File: config.mk
export PLATFORM = sky130hd
export DESIGN_NAME = cd_alarm
export DESIGN_NICKNAME = d
export VERILOG_FILES = /design/src/rtl/cd_alarm.sv
export SDC_FILE = /design/constraint.sdc
export NUM_CORES = 1
export LEC_CHECK = 0
export ABC_AREA = 1
export ABC_CLOCK_PERIOD_IN_PS = 1800
export BUFFER_PORTS_ARGS = -buffer_cell sky130_fd_sc_hd__buf_2
export CAP_MARGIN = 30
export CORE_UTILIZATION = 25
export DETAILED_ROUTE_END_ITERATION = 10
export GPL_ROUTABILITY_DRIVEN = 0
export PLACE_DENSITY = 0.5
export SLEW_MARGIN = 0
export SYNTH_ARGS = -nofsm -noshare
export SYNTH_HDL_FRONTEND = slang
export SYNTH_SLANG_ARGS = --single-unit
File: constraint.sdc
create_clock -name clk -period 1.8 [get_ports clk]
set_input_delay 0.09 -clock clk [delete_from_list [all_inputs] [get_ports clk]]
set_output_delay 0.09 -clock clk [all_outputs]
set_load 0.01 [all_outputs]
File: src/rtl/cd_alarm.sv
module cd_alarm #(
  parameter int CNT_W  = 32,
  parameter int ADDR_W = 4
) (
  input  logic              clk,
  input  logic              rst_n,
  input  logic              tick,
  input  logic              wr_en,
  input  logic [ADDR_W-1:0] addr,
  input  logic [CNT_W-1:0]  wdata,
  output logic [CNT_W-1:0]  rdata,
  output logic              irq,
  output logic              wake
);
  localparam logic [ADDR_W-1:0] A_LOAD = 0, A_REM = 1, A_RUN = 2, A_IEN = 3,
    A_STAT = 4, A_WAKE = 5, A_WRUN = 6, A_WIEN = 7, A_WSTAT = 8;

  logic [CNT_W-1:0] load_q, remain_q;
  logic run_q, ien_q, pend_q, wken_q, wrun_q, wien_q, wpend_q;

  wire wr_load = wr_en && addr == A_LOAD;
  wire clr_pnd = wr_en && addr == A_STAT && wdata[0];
  wire step    = run_q && tick && remain_q != '0;
  wire expire  = step && remain_q == CNT_W'(1);

  always_ff @(posedge clk or negedge rst_n) begin
    if (!rst_n) begin
      load_q <= '0; remain_q <= '0;
      run_q <= 1'b0; ien_q <= 1'b0; pend_q <= 1'b0; wken_q <= 1'b0;
      wrun_q <= 1'b0; wien_q <= 1'b0; wpend_q <= 1'b0;
    end else begin
      if (wr_load) load_q <= wdata;
      if (wr_load && !run_q) remain_q <= wdata;
      else if (step)         remain_q <= remain_q - 1'b1;
      if (expire)       pend_q <= 1'b1;
      else if (clr_pnd) pend_q <= 1'b0;
      if (wr_en && addr == A_WSTAT && wdata[0]) wpend_q <= 1'b0;
      if (wr_en) begin
        case (addr)
          A_RUN:  run_q  <= wdata[0];
          A_IEN:  ien_q  <= wdata[0];
          A_WAKE: wken_q <= wdata[0];
          A_WRUN: wrun_q <= wdata[0];
          A_WIEN: wien_q <= wdata[0];
          default: ;
        endcase
      end
    end
  end

  always_comb begin
    rdata = '0;
    case (addr)
      A_LOAD:  rdata = load_q;
      A_REM:   rdata = remain_q;
      A_RUN:   rdata[0] = run_q;
      A_IEN:   rdata[0] = ien_q;
      A_STAT:  rdata[0] = pend_q;
      A_WAKE:  rdata[0] = wken_q;
      A_WRUN:  rdata[0] = wrun_q;
      A_WIEN:  rdata[0] = wien_q;
      A_WSTAT: rdata[0] = wpend_q;
      default: rdata = '0;
    endcase
  end

  assign irq  = (pend_q && ien_q) || (wpend_q && wien_q);
  assign wake = pend_q && wken_q;

  a_r4_step: assert property (@(posedge clk) disable iff (!rst_n)
    (run_q && tick && remain_q != '0) |=> remain_q == $past(remain_q) - 1'b1);
  a_r5_freeze: assert property (@(posedge clk) disable iff (!rst_n)
    (!run_q && !wr_load) |=> $stable(remain_q));
  a_r6_expire: assert property (@(posedge clk) disable iff (!rst_n)
    (run_q && tick && remain_q == CNT_W'(1)) |=> (pend_q && remain_q == '0));
  a_r6_sticky: assert property (@(posedge clk) disable iff (!rst_n)
    (pend_q && !clr_pnd) |=> pend_q);
  a_r10_zero_hold: assert property (@(posedge clk) disable iff (!rst_n)
    (remain_q == '0 && !wr_load) |=> remain_q == '0);
  a_r11_week_idle: assert property (@(posedge clk) disable iff (!rst_n)
    !wpend_q);
endmodule

### Word level (Yosys, flattened, before mapping)

Cells that the tools add are included.
Widths: inputs -> output; s select.

* register bits after elaboration: 70
* bits of input ports: 40
* word-level logic and storage cells: 42

* add/subtract/negate cells: 1
* equal/unequal tests: 8
* mux-type cells: 6
* reductions and logical operators: 19

Operator list (count)
* $mux 32: 2
* $pmux 31 s2: 1
* $eq 32x1->1 const B: 1
* $reduce_bool 32->1: 1
* $sub 32x1->32 const B: 1
* $eq 4x3->1 const B: 4
* $reduce_and 2->1: 5
* $logic_and 1x1->1: 9
* $eq 4x2->1 const B: 2
* $pmux 1 s8: 1
* $eq 4x1->1 const B: 1
* $logic_not 4->1: 1
* $reduce_bool 2->1: 2
* $mux 1: 2
* $logic_not 1->1: 1

### Longest topological paths before layout

* word-level depth: 5
* mapped depth: 12
* depth with buffers taken out: 12

### Worst setup path after synthesis

OpenSTA, ideal clock, no wires.

* kind: reg2reg
* start: register remain_q[1]
* end: register remain_q[17]
* setup time: 0.124 ns
* data arrival time: 1.551 ns
* data required time: 1.676 ns
* path slack: 0.125 ns
* stages on the path, launching flop included: 11
* path buffers: 1
* cells stage by stage: dfrtp_1 > inv_1 > ha_1 > nand2_4 > nor2_4 > nand2_4 > o21ai_4 > nand2_4 > buf_6 > nand3_1 > nand3_1

* cells in the longest elaborated chain, start to end: 3

Ends and longest elaborated chain
* start, declared: RTL line 18 `logic [CNT_W-1:0] load_q, remain_q;`
* start signal, assigned: RTL line 33 `if (wr_load && !run_q) remain_q <= wdata;`
* start signal, assigned: RTL line 34 `else if (step) remain_q <= remain_q - 1'b1;`
* $sub 32x1->32 / $reduce_bool 32->1 (equally long branches): RTL line 34, 23
* $mux 32 / $logic_and 1x1->1 (equally long branches): RTL line 34, 23
* $mux 32 / $reduce_bool 2->1 (equally long branches)

Parallel ways exist; a longest one is shown, timed or not. The select of a mux whose other input is x is not followed.
A chain may end at the register's enable or synchronous reset.

### Final worst setup path

* start: register remain_q[11]
* end: register remain_q[30]

The elaborated chain is that of the path after synthesis.

==> impl_metrics.json <==
{
  "outcome": "finished clean",
  "grt_pass1_wl_um": 23900,
  "dp_slack_ps": 45.9,
  "clockBufferDepth": 2,
  "worstMarginPinSlew_ps": 452,
  "clock_latency_ps": 350,
  "period_share": 0.945,
  "wl_met3_um": 580,
  "yosysSeqAreaShare": 0.380,
  "cp-start-kind": "flop",
  "final_util": 0.336,
  "cts_tree": "yes",
  "wirelength_met1_um": 8070,
  "num_rows": 49,
  "mostFrequentLayoutCell": "nand2_1",
  "antenna_found_initial": 0,
  "drive_gt1_frac": 0.227,
  "hold_ws_ps": 24.5,
  "async_flop_share": 1.00,
  "drc": 0,
  "grt_max_degree": 71,
  "met2_length_um": 5850,
  "grt_overflow": 0,
  "ios": 74,
  "vias": 4587,
  "ir_drop_mv": 0.600,
  "fin_total_pwr_uw": 8170,
  "clk_pin_slew_worst_paths_ps": 60,
  "dp_hpwl_um": 10900,
  "die-area_um2": 19000,
  "grt_setup_unrepaired": "false",
  "cp-end-kind": "flop",
  "required_ps": 2030,
  "max_freq_mhz": 588,
  "synth_edf_count": 0,
  "synth.cell_area_um2": 4610,
  "highest_layer": "met4",
  "layout.nets": 830,
  "slew_viol_final": 0,
  "skew_ps": 6.49,
  "core-area_um2": 18000,
  "synth-main-ff-cell": "dfrtp_1",
  "synthesis.nets": 709,
  "firstDrtPassIters": 5,
  "grt_usage": 0.167,
  "cellPowerDensity_nw_per_um2": 1350,
  "portBuffers": 73,
  "crit_fanout": 26,
  "power.leakage_uw": 0.00308,
  "numCtsBuffers": 9,
  "post-cts-setup-buffers": 0,
  "avgRoutedWirePerCell_um": 14.4,
  "diodes": 0,
  "maxCapViolCount": 0,
  "max-slew-margin-rel": 0.699,
  "htree_levels": 3,
  "hp-class": "input port to flop",
  "hold_path_end": "load_q[14]",
  "synthDistinctLibCells": 34,
  "dieWidth_um": 138,
  "syn_inst": 667,
  "syn_to_final_growth_pct": 31.6,
  "period_needed_ps": 1700,
  "clkSinkCount": 70,
  "start_util": 0.256,
  "final_cell_mix": "nand2_1, inv_1, buf_2",
  "setup_slack_ps": 98.3,
  "ant_nets": 0,
  "syn-mean-instance-area_um2": 6.91,
  "finalSetupTns_ps": 0,
  "final-hold-violation-count": 0,
  "die_h_um": 138,
  "reg2reg_depth": 9,
  "synth_seq_cells": 70,
  "drtIter0Drc": 439,
  "hold_start": "wdata[14]",
  "vias_per_cell": 4.49,
  "regToRegSetupSlack_ps": 100,
  "r2r_end": "remain_q[30]",
  "cts_root_buf": "clkbuf_16",
  "routed_wl_um": 14700,
  "holdPathStages": 3,
  "finalSetupViolations": 0,
  "path_class": "flop to flop",
  "grt_pass1_vias": 4399,
  "yosys_warnings": 0,
  "critPathArrivalTime_ps": 1940,
  "r2r-start": "remain_q[11]"
}
[layer usage]
layer  GRT usage  vias to the layer above
li1            -                     2378
met1       0.253                     2086
met2       0.234                      112
met3      0.0309                       11
met4      0.0489                        0
met5           0                        -
[layout make-up]
cell class / instances / area, µm²
multi-input combinational: 482 / 2380
clock inverter: 7 / 113
clock buffer: 9 / 225
inverter: 88 / 330
sequential: 70 / 1750
timing repair buffer: 137 / 973
tap: 229 / 287
fill: 1992 / 12000
[state kept, by name (all words and copies together), names as in the netlist]
register,cells
pend_q,1
ien_q,1
wken_q,1
wrun_q,1
wien_q,1
remain_q,32
run_q,1
load_q,32
[how the worst max path moves through the flow]
| stage | start | to | slack (ps) |
|---|---|---|---|
| floorplan | remain_q[1] | remain_q[17] | 120 |
| global placement | remain_q[0] | remain_q[26] | 90 |
| detailed placement | remain_q[0] | remain_q[26] | 50 |
| CTS | remain_q[0] | remain_q[26] | 30 |
| global route | remain_q[14] | remain_q[31] | 2 |
| finish | remain_q[11] | remain_q[30] | 100 |
[logic make-up after synthesis]
group | Yosys count | share of synthesized area
AND/OR/NAND/NOR | 365 | 0.351
AO/OA/AOI/OAI | 111 | 0.142
buffers and inverters | 115 | 0.114
flip-flops | 70 | 0.380
XOR/XNOR | 4 | 0.00761
adder cells (fa/ha/maj) | 2 | 0.00543
[power breakdown]
part	switching, µW	internal, µW	total (µW)
registers	425	2050	2480
clock network	721	1350	2070
logic	2230	1390	3620
[critical path: stages, from the launching register on]
cell	delay, ps
dfrtp_1	440
nor2_1	200
nand2_2	120
nor2_4	160
nand2_4	90
o21ai_4	180
nand2_4	90
buf_12	170
nor2_1	90
a21oi_1	50
[repair_timing]
item / in CTS / in global routing
hold buffers: 21 / 0
resized for setup: 0 / 16
hold endpoints to repair: 94 / 0
endpoints found under the setup margin: 0 / 30
[metrics by stage]
step / instance area, µm² / cells
after floorplan: 4610 / 667
after global placement: 5460 / 985
after detailed placement: 5460 / 985
after CTS: 6010 / 1022
after global routing: 6060 / 1022
final: 6060 / 1022
[synthesized netlist by cell type, types with 8 or more instances]
library cell,number,area [µm²]
nand2_1,194,728
o21ai_0,67,335
nand3_1,63,315
dfrtp_1,70,1750
inv_1,85,319
nand4_1,9,56.3
o22ai_1,17,106
clkbuf_1,8,30.0
o21ai_2,12,105
buf_6,10,113
nor2_1,73,274
Note: power is estimated with default switching activity, not from simulation.
